### config.mk
export PLATFORM = sky130hd
export DESIGN_NAME = por_delay_timer
export DESIGN_NICKNAME = d
export VERILOG_FILES = /design/src/rtl/por_pkg.sv /design/src/rtl/por_trig_decode.sv /design/src/rtl/por_interval_counter.sv /design/src/rtl/por_release_ctl.sv /design/src/rtl/por_delay_timer.sv
export SDC_FILE = /design/constraint.sdc
export NUM_CORES = 1
export LEC_CHECK = 0
export ABC_AREA = 1
export BUFFER_PORTS_ARGS = -buffer_cell sky130_fd_sc_hd__buf_4
export CAP_MARGIN = 10
export CORE_MARGIN = 8
export CORE_UTILIZATION = 53
export CTS_CLUSTER_DIAMETER = 30
export DETAILED_ROUTE_END_ITERATION = 8
export PLACE_DENSITY_LB_ADDON = 0.3
export SLEW_MARGIN = 40
export SYNTH_ARGS = -nofsm -noshare
export SYNTH_HDL_FRONTEND = slang
export SYNTH_HIERARCHICAL = 1
export SYNTH_SLANG_ARGS = --single-unit
### constraint.sdc
create_clock -name tclk -period 3.1 [get_ports tclk]
set_input_delay 0 -clock tclk [delete_from_list [all_inputs] [get_ports tclk]]
set_output_delay 0 -clock tclk [all_outputs]
set_load 0.01 [all_outputs]
### src/rtl/por_pkg.sv
package por_pkg;

  // Number of timer clock cycles for a delay given in microseconds.
  function automatic int unsigned por_cycles(input int unsigned khz,
                                             input int unsigned us);
    int unsigned c;
    c = (khz * us) / 1000;
    if (c < 2) c = 2;
    return c;
  endfunction

  // Counter width able to hold values 0..cycles.
  function automatic int unsigned por_cnt_width(input int unsigned cycles);
    return (cycles < 2) ? 1 : $clog2(cycles + 1);
  endfunction

  typedef enum logic [1:0] {
    TRIG_NONE   = 2'd0,
    TRIG_FULL   = 2'd1,
    TRIG_BYPASS = 2'd2
  } trig_kind_e;

endpackage

### src/rtl/por_trig_decode.sv
module por_trig_decode
  import por_pkg::*;
(
  input  logic       clk,
  input  logic       rst_n,
  input  logic       pwr_ok,
  input  logic       stop_wake,
  input  logic       wdt_expire,
  input  logic       smr_por_en,
  input  logic       smr_bypass,
  output trig_kind_e kind,
  output logic       pwr_rise
);

  logic pwr_prev_q;
  logic stop_full;
  logic stop_skip;

  // Previous supply level; starts as "good" so a reset with the supply
  // already up does not count as a fresh rise.
  always_ff @(posedge clk or negedge rst_n) begin
    if (!rst_n) pwr_prev_q <= 1'b1;
    else        pwr_prev_q <= pwr_ok;
  end

  assign pwr_rise  = pwr_ok & ~pwr_prev_q;
  assign stop_full = stop_wake & smr_por_en & ~smr_bypass;
  assign stop_skip = stop_wake & smr_por_en &  smr_bypass;

  // A full-delay source outranks a bypassed stop wake.
  always_comb begin
    if (pwr_rise || wdt_expire || stop_full) kind = TRIG_FULL;
    else if (stop_skip)                       kind = TRIG_BYPASS;
    else                                      kind = TRIG_NONE;
  end

endmodule

### src/rtl/por_interval_counter.sv
module por_interval_counter #(
  parameter int unsigned DELAY_CYC = 160,
  parameter int unsigned CW        = 8
) (
  input  logic          clk,
  input  logic          rst_n,
  input  logic          clear,
  input  logic          run,
  output logic [CW-1:0] cnt,
  output logic          last
);

  localparam logic [CW-1:0] LAST_VAL = CW'(DELAY_CYC - 1);

  logic [CW-1:0] cnt_q;

  assign last = run & (cnt_q == LAST_VAL);
  assign cnt  = cnt_q;

  always_ff @(posedge clk or negedge rst_n) begin
    if (!rst_n)            cnt_q <= '0;
    else if (clear)        cnt_q <= '0;
    else if (last)         cnt_q <= '0;
    else if (run)          cnt_q <= cnt_q + 1'b1;
  end

endmodule

### src/rtl/por_release_ctl.sv
module por_release_ctl (
  input  logic clk,
  input  logic rst_n,
  input  logic pwr_ok,
  input  logic start_full,
  input  logic start_skip,
  input  logic expire,
  output logic hold,
  output logic done
);

  logic hold_q;
  logic done_q;
  logic hold_d;
  logic done_d;

  always_comb begin
    hold_d = hold_q;
    done_d = 1'b0;
    if (!pwr_ok || start_full) begin
      hold_d = 1'b1;
    end else if (expire) begin
      hold_d = 1'b0;
      done_d = 1'b1;
    end else if (start_skip && !hold_q) begin
      done_d = 1'b1;
    end
  end

  always_ff @(posedge clk or negedge rst_n) begin
    if (!rst_n) begin
      hold_q <= 1'b1;
      done_q <= 1'b0;
    end else begin
      hold_q <= hold_d;
      done_q <= done_d;
    end
  end

  assign hold = hold_q;
  assign done = done_q;

endmodule

### src/rtl/por_delay_timer.sv
module por_delay_timer
  import por_pkg::*;
#(
  parameter int unsigned TCLK_KHZ = 32,
  parameter int unsigned DELAY_US = 5000
) (
  input  logic tclk,
  input  logic rst_n,
  input  logic pwr_ok,
  input  logic stop_wake,
  input  logic wdt_expire,
  input  logic smr_por_en,
  input  logic smr_bypass,
  output logic core_rst_hold,
  output logic por_done
);

  localparam int unsigned DELAY_CYC = por_cycles(TCLK_KHZ, DELAY_US);
  localparam int unsigned CW        = por_cnt_width(DELAY_CYC);

  trig_kind_e    kind;
  logic          pwr_rise;
  logic          trig_full;
  logic          trig_bypass;
  logic          cnt_clear;
  logic          cnt_run;
  logic          cnt_terminal;
  logic [CW-1:0] cnt_q;

  por_trig_decode u_dec (
    .clk        (tclk),
    .rst_n      (rst_n),
    .pwr_ok     (pwr_ok),
    .stop_wake  (stop_wake),
    .wdt_expire (wdt_expire),
    .smr_por_en (smr_por_en),
    .smr_bypass (smr_bypass),
    .kind       (kind),
    .pwr_rise   (pwr_rise)
  );

  assign trig_full   = (kind == TRIG_FULL);
  assign trig_bypass = (kind == TRIG_BYPASS) & pwr_ok;
  assign cnt_clear   = trig_full | ~pwr_ok;
  assign cnt_run     = core_rst_hold & pwr_ok & ~trig_full;

  por_interval_counter #(
    .DELAY_CYC (DELAY_CYC),
    .CW        (CW)
  ) u_cnt (
    .clk   (tclk),
    .rst_n (rst_n),
    .clear (cnt_clear),
    .run   (cnt_run),
    .cnt   (cnt_q),
    .last  (cnt_terminal)
  );

  por_release_ctl u_rel (
    .clk        (tclk),
    .rst_n      (rst_n),
    .pwr_ok     (pwr_ok),
    .start_full (trig_full),
    .start_skip (trig_bypass),
    .expire     (cnt_terminal),
    .hold       (core_rst_hold),
    .done       (por_done)
  );

endmodule

==> flow_metrics.env, run 1 <==
export IMPL_fin_nets=114
export IMPL_path_max_fanout=4
export IMPL_path_class="flop to flop"
export IMPL_drc=0
export IMPL_core_um2=1250
export IMPL_crit_buf_inv=5
export IMPL_drive_gt1_frac=0.276
export IMPL_wl_per_cell_um=10.5
export IMPL_path_cells="inv_1 > nand2_2 > nand2_2 > nor2_2 > inv_1 > a21oi_2 > nand2_1 > inv_1 > nand3_2 > inv_1 > inv_1 > a21oi_2"
export IMPL_antenna_left=0
export IMPL_grt_pass1_wl_um=2260
export IMPL_htreeDepth=1
export IMPL_hold_class="input pin to async pin"
export IMPL_cp_data_required_time_ps=3300
export IMPL_drtIter0Drc=10
export IMPL_cp_end_kind="flop"
export IMPL_grt_max_degree=12
export IMPL_cts_setup_buffers=0
export IMPL_viasPerCell=4.88
export IMPL_crit_start="u_dec/pwr_prev_q$_DFF_PN1_"
export IMPL_yosys_warnings=6
export IMPL_timing_fmax_mhz=584
export IMPL_top_usage_layer="met2"
export IMPL_fp_dieH_um=52.0
export IMPL_syn2layout_area_growth_pct=18.2
export IMPL_start_kind="flop"
export IMPL_syn_avg_cell_area_um2=7.53
export IMPL_clk_pin_slew_ps=70
export IMPL_track_usage=0.110
export IMPL_grt_pass1_vias=571
export IMPL_skew_ps=4.18
export IMPL_slew_limit_headroom=0.836
export IMPL_drv_cap=0
export IMPL_cp_common_cell="inv_1"
export IMPL_antenna_found_initial=0
export IMPL_slowest_stage="dfstp_2"
export IMPL_final_seq_area_um2=278
export IMPL_vdd_drop_max_mv=0.211
export IMPL_firstDrtPassIters=4
export IMPL_fill_cells=102
export IMPL_power_density_nw_per_um2=338
export IMPL_rsz0062_at_grt="no"
export IMPL_num_antenna_cells=0
export IMPL_setup_tns_final_ps=0
export IMPL_design_area_um2=811
export IMPL_slew_viol_final=0
export IMPL_gr_total_overflow=0
export IMPL_clk_path_buf_depth=2
export IMPL_place_hpwl_um=979
export IMPL_cts_resized=0
export IMPL_ios=9
export IMPL_worst_slack_ps=1390
export IMPL_critPathArrivalTime_ps=1910
export IMPL_setup_violations=0
export IMPL_critPathTopFamily="flip-flops"
export IMPL_tightest_slew_ps=246
export IMPL_hold_viol=0
export IMPL_multiInputGateArea_um2=344
export IMPL_globalplace_congestion=0.710
export IMPL_portBuffers=8
export IMPL_leakagePower_nw=0.397
export IMPL_drt_total_wl_um=1260
export IMPL_period_minus_slack_ps=1710
export IMPL_dieArea_um2=2700
export IMPL_fin_crit_sh=0.552
export IMPL_syn_num_nets=99
export IMPL_initial_core_util=0.547
export IMPL_fp_row_count=13
export IMPL_synthCells=91
export IMPL_grt_use_met3=0.0370
export IMPL_max_stage_delay_ps=520
export IMPL_numCtsBuffers=3
export IMPL_worstSkewPairLatency_ps=270
export IMPL_die_width_um=52.0
export IMPL_cts_tree="yes"
export IMPL_cts_sinks=11
export IMPL_status="completed"
export IMPL_syn_area_um2=686
export IMPL_place_ws_ps=1410
export IMPL_use_met2=0.188
export IMPL_hold_buffers=2
export IMPL_grt_util_met1=0.117
export IMPL_r2r_start="u_dec/pwr_prev_q$_DFF_PN1_"
export IMPL_place_area_um2=764
export IMPL_clock_root_buffer="clkbuf_4"
export IMPL_vias=586
==> per-stage QoR <==
stage          hold slack (ps)  instances  utilization  power [mW]
2_1_floorplan             -296         91            -       0.165
3_3_place_gp              -158        114        0.610       0.178
3_5_place_dp              -156        114        0.610       0.179
4_1_cts                   96.4        120        0.647       0.280
5_1_grt                    114        120        0.647       0.295
6_report                   103        120        0.647       0.274
==> layer usage <==
metal	share of wire	up-vias
li1	-	311
met1	0.48	260
met2	0.48	13
met3	0.034	2
met4	0.0032	0
met5	0	-
==> power breakdown <==
part,internal (mW),total [mW],leakage (nW),switching [mW]
Clock,0.0498,0.0965,0.0150,0.0468
Sequential,0.145,0.146,0.147,0.000532
Combinational,0.0124,0.0320,0.235,0.0196
==> final timing paths <==
kind / slack (ps) / to / cells after the start
worst min-delay path: 100 / u_cnt/cnt[5]$_DFFE_PN0P_ / 2
worst max-delay path: 1390 / u_rel/done$_DFF_PN0_ / 12
worst max register to register: 1390 / u_rel/done$_DFF_PN0_ / 12
worst min register to register: 500 / u_cnt/cnt[4]$_DFFE_PN0P_ / 1
max in group asynchronous: 2770 / u_dec/pwr_prev_q$_DFF_PN1_ / 2
min in group tclk: 200 / u_rel/done$_DFF_PN0_ / 8
==> cells in the final DEF, fill, tap and decap left out <==
cell	count
nand2_1	21
inv_1	16
nor2_1	10
nand3_1	9
dfrtp_1	9
buf_4	8
clkbuf_4	3
nand2_2	3
o21ai_2	2
a21oi_2	2
dlygate4sd3_1	2
nor2_4	2
nand3_2	2
nand4_1	2
nor2_2	2
o21ai_0	2
dfstp_2	2
clkbuf_1	1
nand2_4	1
inv_2	1
nor3_1	1
o21a_1	1
xor2_1	1
or2_2	1
ha_1	1
==> sequential cells by signal (all words and copies together), names as in the netlist <==
signal            count
u_cnt/cnt             8
u_dec/pwr_prev_q      1
u_rel/done            1
u_rel/hold            1
==> area by class of cell <==
class | instances | area share
timing repair buffer | 10 | 0.0988
tap | 15 | 0.0231
multi-input combinational | 63 | 0.424
sequential | 11 | 0.343
inverter | 17 | 0.0787
clock buffer | 4 | 0.0324
Note: power is estimated with default switching activity, not from simulation.
==> run 2: changes to the inputs <==
--- a/config.mk
+++ b/config.mk
@@ -5,11 +5,11 @@
 export SDC_FILE = /design/constraint.sdc
 export NUM_CORES = 1
 export LEC_CHECK = 0
-export ABC_AREA = 1
+export ABC_AREA = 0
 export BUFFER_PORTS_ARGS = -buffer_cell sky130_fd_sc_hd__buf_4
 export CAP_MARGIN = 10
 export CORE_MARGIN = 8
-export CORE_UTILIZATION = 53
+export CORE_UTILIZATION = 47
 export CTS_CLUSTER_DIAMETER = 30
 export DETAILED_ROUTE_END_ITERATION = 8
 export PLACE_DENSITY_LB_ADDON = 0.3
==> constraint.sdc (replaced) <==
create_clock -name tclk -period 1.38 [get_ports tclk]
set_input_delay 0 -clock tclk [delete_from_list [all_inputs] [get_ports tclk]]
set_output_delay 0 -clock tclk [all_outputs]
set_load 0.01 [all_outputs]
==> flow_metrics.env, run 2 <==
export IMPL_violations="negative setup slack"
export IMPL_yosys_area_top_type_share=0.364
export IMPL_hold_viol=0
export IMPL_multiInputGateArea_um2=393
export IMPL_syn_num_nets=71
export IMPL_ys_top_cells_by_count="dfrtp_1 (9), nor2_1 (7), nand2_1 (5), inv_1 (4)"
export IMPL_drtIter0Drc=17
export IMPL_setup_violations=10
export IMPL_cp_data_required_time_ps=1570
export IMPL_synth_cell_types=29
export IMPL_portBuffers=8
export IMPL_yosys_warnings=6
export IMPL_vias=634
export IMPL_grt_pass1_wl_um=2730
export IMPL_largest_reg_flops=8
export IMPL_htreeDepth=1
export IMPL_cts_tree="yes"
export IMPL_drc=0
export IMPL_slew_viol_final=0
export IMPL_fill_cells=83
export IMPL_fp_dieH_um=52.3
export IMPL_max_stage_delay_ps=550
export IMPL_seq_area_frac_synth=0.449
export IMPL_cts_sinks=11
export IMPL_hold_class="input pin to async pin"
export IMPL_final_seq_area_um2=278
export IMPL_drt_met1_wl_um=712
export IMPL_status="finished with violations"
export IMPL_drv_cap=0
export IMPL_clk_path_buf_depth=2
export IMPL_slew_limit_headroom=0.784
export IMPL_clk_pin_slew_ps=80
export IMPL_syn2layout_area_growth_pct=51.8
export IMPL_worst_slack_ps=-606
export IMPL_skew_ps=5.58
export IMPL_drt_total_wl_um=1840
export IMPL_leakagePower_nw=0.392
export IMPL_grt_pass1_vias=565
export IMPL_synth_main_ff_cell="dfrtp_1"
export IMPL_dieArea_um2=2730
export IMPL_ios=9
export IMPL_die_width_um=52.3
export IMPL_numCtsBuffers=3
export IMPL_initial_core_util=0.487
export IMPL_syn_avg_cell_area_um2=9.81
export IMPL_slowest_stage="dfstp_2"
export IMPL_yosys_top_cells_area="dfrtp_1 (36%), dfstp_2 (8.5%), nand2b_4 (4.5%), nor2_1 (4.3%), xor2_1 (4.3%)"
export IMPL_layout_commonest_cell="buf_4"
export IMPL_power_density_nw_per_um2=701
export IMPL_place_ws_ps=-586
export IMPL_path_cells="nor2b_4 > a311o_1 > nand2b_4 > and3_4 > o2111ai_4 > or3_4 > a21oi_2"
export IMPL_viasPerCell=6.04
export IMPL_vdd_drop_max_mv=0.539
export IMPL_timing_fmax_mhz=504
export IMPL_critPathArrivalTime_ps=2170
export IMPL_gr_total_overflow=0
export IMPL_fin_crit_sh=1.44
export IMPL_synth_seq_cells=11
export IMPL_wl_per_cell_um=17.5
export IMPL_place_area_um2=781
export IMPL_tightest_slew_ps=321
export IMPL_cp_end_kind="flop"
export IMPL_clock_root_buffer="clkbuf_4"
export IMPL_antenna_found_initial=0
export IMPL_rsz0062_at_grt="yes"
export IMPL_start_kind="flop"
export IMPL_firstDrtPassIters=4
export IMPL_synthCells=63
export IMPL_top_layer_used="met4"
export IMPL_route_met3_wl_um=94
export IMPL_synth_area_leader_cell="dfrtp_1"
export IMPL_fp_row_count=13
export IMPL_num_antenna_cells=0
export IMPL_core_um2=1270
export IMPL_track_usage=0.131
export IMPL_dr_wl_met2_um=974
export IMPL_grt_max_degree=12
export IMPL_place_hpwl_um=1070
export IMPL_syn_area_um2=618
export IMPL_design_area_um2=938
export IMPL_globalplace_congestion=0.846
export IMPL_synth_most_common_cell="dfrtp_1"
export IMPL_worstSkewPairLatency_ps=260
export IMPL_path_max_fanout=4
export IMPL_most_common_layout_cells="buf_4 (16), dfrtp_1 (9), nor2_1 (6), buf_6 (6)"
export IMPL_path_class="flop to flop"
export IMPL_drive_gt1_frac=0.511
export IMPL_synth_edff_count=0
export IMPL_synthArstFlopShare=1.00
export IMPL_period_minus_slack_ps=1990
export IMPL_antenna_left=0
export IMPL_fin_nets=99
==> run 2: cell type report <==
class | instances | share of cell area
well taps | 15 | 0.0200
repair buffers | 24 | 0.221
flip-flops and latches | 11 | 0.296
multi-input cells | 47 | 0.419
inverters | 4 | 0.0160
clock buffers | 4 | 0.0280
==> run 2: final timing paths <==
path	from	to	slack, ps	depth (start not counted)
max in group asynchronous	rst_n	u_dec/pwr_prev_q$_DFF_PN1_	1050	2
min in group tclk	wdt_expire	u_rel/done$_DFF_PN0_	120	6
worst min register to register	u_cnt/cnt[6]$_DFFE_PN0P_	u_cnt/cnt[6]$_DFFE_PN0P_	630	2
worst max-delay path	u_dec/pwr_prev_q$_DFF_PN1_	u_cnt/cnt[5]$_DFFE_PN0P_	-610	7
worst max register to register	u_dec/pwr_prev_q$_DFF_PN1_	u_cnt/cnt[5]$_DFFE_PN0P_	-610	7
worst min-delay path	rst_n	u_cnt/cnt[6]$_DFFE_PN0P_	100	2
==> run 2: routing by layer <==
layer,global-route usage,vias up
li1,-,274
met1,0.154,321
met2,0.222,31
met5,0,-
met3,0.0341,8
met4,0.0517,0
==> run 2: critical path, delay by kind of cell (launching register included) <==
kind / cells / cell delay, ps
AND/OR/NAND/NOR: 4 / 720
flip-flops: 1 / 550
AO/OA/AOI/OAI: 3 / 640
==> run 2: what timing repair did <==
item,CTS,global route
gates resized for setup,7,15
endpoints found under the setup margin,10,10
hold endpoints to repair,12,0
pin swaps,3,1
setup buffers,3,3
hold buffers,2,0
==> run 2: through the flow <==
| stage | setup TNS [ps] | power (mW) | hold WS [ps] | util | cells |
|---|---|---|---|---|---|
| after floorplan | -3300 | 0.371 | -296 | - | 63 |
| after global placement | -4080 | 0.408 | -158 | 0.615 | 94 |
| after detailed placement | -4360 | 0.410 | -156 | 0.615 | 94 |
| after CTS | -4770 | 0.646 | 105 | 0.688 | 103 |
| after global routing | -5730 | 0.701 | 110 | 0.740 | 105 |
| final | -5260 | 0.658 | 101 | 0.740 | 105 |
==> run 2: logic make-up after synthesis <==
logic type,after synthesis,synth area share
XOR/XNOR,3,0.0425
AO/OA/AOI/OAI,12,0.140
flip-flops,11,0.449
AND/OR/NAND/NOR,29,0.283
adder cells (fa/ha/maj),1,0.0202
multiplexers,2,0.0324
buffers and inverters,5,0.0324
==> run 2: report_power, final <==
| group | leakage (nW) | switching [mW] | internal, mW | total, mW |
|---|---|---|---|---|
| combinational | 0.230 | 0.0488 | 0.0596 | 0.108 |
| clock | 0.0150 | 0.110 | 0.112 | 0.222 |
| sequential | 0.147 | 0.00176 | 0.326 | 0.328 |
==> run 3: changes to the inputs <==
--- a/config.mk
+++ b/config.mk
@@ -8,10 +8,11 @@
 export ABC_AREA = 0
 export BUFFER_PORTS_ARGS = -buffer_cell sky130_fd_sc_hd__buf_4
 export CAP_MARGIN = 10
-export CORE_MARGIN = 8
-export CORE_UTILIZATION = 47
+export CORE_AREA = 8 8 45 47
+export CTS_BUF_LIST = sky130_fd_sc_hd__clkbuf_8
 export CTS_CLUSTER_DIAMETER = 30
 export DETAILED_ROUTE_END_ITERATION = 8
+export DIE_AREA = 0 0 53 55
 export PLACE_DENSITY_LB_ADDON = 0.3
 export SLEW_MARGIN = 40
 export SYNTH_ARGS = -nofsm -noshare
==> flow_metrics.env, run 3 (synthesis gave the netlist of run 2 again) <==
export IMPL_status="finished with violations"
export IMPL_violations="negative setup slack"
export IMPL_cp_end_kind="flop"
export IMPL_globalplace_congestion=0.871
export IMPL_grt_max_degree=12
export IMPL_rrSetupSlack_ps=-570
export IMPL_htreeDepth=1
export IMPL_holdWs_ps=24.8
export IMPL_num_antenna_cells=0
export IMPL_numCtsBuffers=3
export IMPL_hold_viol=0
export IMPL_power_density_nw_per_um2=855
export IMPL_path_cells="nor2b_4 > a311o_1 > nand2b_4 > and3_4 > o2111ai_4 > or3_1 > a21oi_1"
export IMPL_drtIter0Drc=23
export IMPL_path_max_fanout=4
export IMPL_design_area_um2=875
export IMPL_critPathTopFamily="simple AND/OR/NAND/NOR gates"
export IMPL_syn2layout_area_growth_pct=41.5
export IMPL_cts_tree="yes"
export IMPL_crit_buf_inv=0
export IMPL_viasPerCell=5.40
export IMPL_antenna_found_initial=0
export IMPL_clk_pin_slew_ps=50
export IMPL_critPathArrivalTime_ps=2110
export IMPL_largest_reg_flops=8
export IMPL_r2r_start="u_dec/pwr_prev_q$_DFF_PN1_"
export IMPL_vdd_drop_max_mv=0.510
export IMPL_grt_pass1_vias=544
export IMPL_wl_per_cell_um=14.3
export IMPL_antenna_left=0
export IMPL_fp_dieH_um=55
export IMPL_skew_ps=3.86
export IMPL_period_minus_slack_ps=1950
export IMPL_initial_core_util=0.447
export IMPL_slew_viol_final=0
export IMPL_rr_endpoint="u_cnt/cnt[5]$_DFFE_PN0P_"
export IMPL_drv_cap=0
export IMPL_min_to="u_dec/pwr_prev_q$_DFF_PN1_"
export IMPL_portBuffers=8
export IMPL_cts_sinks=11
export IMPL_path_class="flop to flop"
export IMPL_layout_commonest_cell="buf_4"
export IMPL_hold_class="input pin to flop"
export IMPL_whs_path_depth=2
export IMPL_ios=9
export IMPL_track_usage=0.110
export IMPL_leakagePower_nw=0.373
export IMPL_tightest_slew_ps=273
export IMPL_cp_data_required_time_ps=1540
export IMPL_firstDrtPassIters=4
export IMPL_fp_row_count=14
export IMPL_slowest_stage="dfstp_2"
export IMPL_reg2regPathDepth=7
export IMPL_fin_nets=96
export IMPL_place_hpwl_um=1040
export IMPL_vias=556
export IMPL_place_area_um2=774
export IMPL_max_stage_delay_ps=540
export IMPL_die_width_um=53
export IMPL_worst_slack_ps=-570
export IMPL_drive_gt1_frac=0.414
export IMPL_start_kind="flop"
export IMPL_min_from="pwr_ok"
export IMPL_slew_limit_headroom=0.817
export IMPL_setup_violations=10
export IMPL_drt_total_wl_um=1480
export IMPL_clock_root_buffer="clkbuf_8"
export IMPL_gr_total_overflow=0
export IMPL_rsz0062_at_grt="yes"
export IMPL_most_common_layout_cells="buf_4 (19), dfrtp_1 (9), nor2_1 (7), inv_1 (5), nand2_1 (4)"
export IMPL_fin_crit_sh=1.41
export IMPL_crit_start="u_dec/pwr_prev_q$_DFF_PN1_"
export IMPL_core_um2=1380
export IMPL_drc=0
export IMPL_timing_fmax_mhz=513
export IMPL_dieArea_um2=2920
export IMPL_grt_pass1_wl_um=2330
export IMPL_worstSkewPairLatency_ps=240
export IMPL_clk_path_buf_depth=2
run 3: cell types whose count changed in the layout (fill, tap and decap cells not counted), sizes merged:
cell,delta
buf,-2
clkbuf,-1
dlygate4sd3,-1
inv,+1
run 3: per-layer routing:
metal / global-route usage / vias to the layer above / wire length, um
li1: - / 264 / -
met1: 0.121 / 268 / 663
met2: 0.182 / 22 / 704
met3: 0.0428 / 2 / 90
met4: 0.0517 / 0 / 19
met5: 0 / - / 0
run 3: area by class of cell:
cell class | instances | area (um^2)
Tap cell | 16 | 20.0
Clock inverter | 1 | 3.75
Multi-Input combinational cell | 47 | 353
Timing Repair Buffer | 21 | 164
Inverter | 4 | 15.0
Sequential cell | 11 | 278
Fill cell | 122 | 509
Clock buffer | 3 | 41.3
run 3: worst max path at each step:
| stage | endpoint | cells past startpoint | slack (ps) |
|---|---|---|---|
| after floorplan | u_cnt/cnt[5]$_DFFE_PN0P_ | 7 | -470 |
| after global placement | u_cnt/cnt[3]$_DFFE_PN0P_ | 7 | -510 |
| after detailed placement | u_cnt/cnt[6]$_DFFE_PN0P_ | 7 | -560 |
| after CTS | u_cnt/cnt[5]$_DFFE_PN0P_ | 7 | -540 |
| after global routing | u_rel/hold$_DFFE_PN1P_ | 8 | -640 |
| final | u_cnt/cnt[5]$_DFFE_PN0P_ | 7 | -570 |
run 3: per-stage QoR:
stage	worst slack, ps	cells	TNS [ps]	utilization	power, mW
2_1_floorplan	-472	63	-3300	-	0.371
3_3_place_gp	-514	94	-4280	0.560	0.409
3_5_place_dp	-565	94	-4670	0.560	0.411
4_1_cts	-545	101	-4620	0.618	0.743
5_1_grt	-636	103	-5750	0.632	0.772
6_report	-570	103	-5050	0.632	0.748
run 3: what timing repair did:
action | 4_1_cts | 5_1_grt
pin swaps | 1 | 0
hold endpoints to repair | 11 | 0
setup buffers | 2 | 2
resized for setup | 3 | 2
hold buffers | 1 | 0
endpoints found under the setup margin | 10 | 10
run 3: report_power, final:
part | internal, mW | switching [mW] | total (mW) | leakage, nW
registers | 0.327 | 0.00166 | 0.328 | 0.147
logic | 0.0534 | 0.0438 | 0.0972 | 0.200
clock network | 0.196 | 0.126 | 0.322 | 0.0269
total | 0.576 | 0.172 | 0.748 | 0.373
run 3: worst register-to-register path: cells and delay by family (launching register included):
| kind | cells | cell delay [ps] |
|---|---|---|
| AO/OA/AOI/OAI | 3 | 640 |
| flip-flops | 1 | 540 |
| AND/OR/NAND/NOR | 4 | 690 |
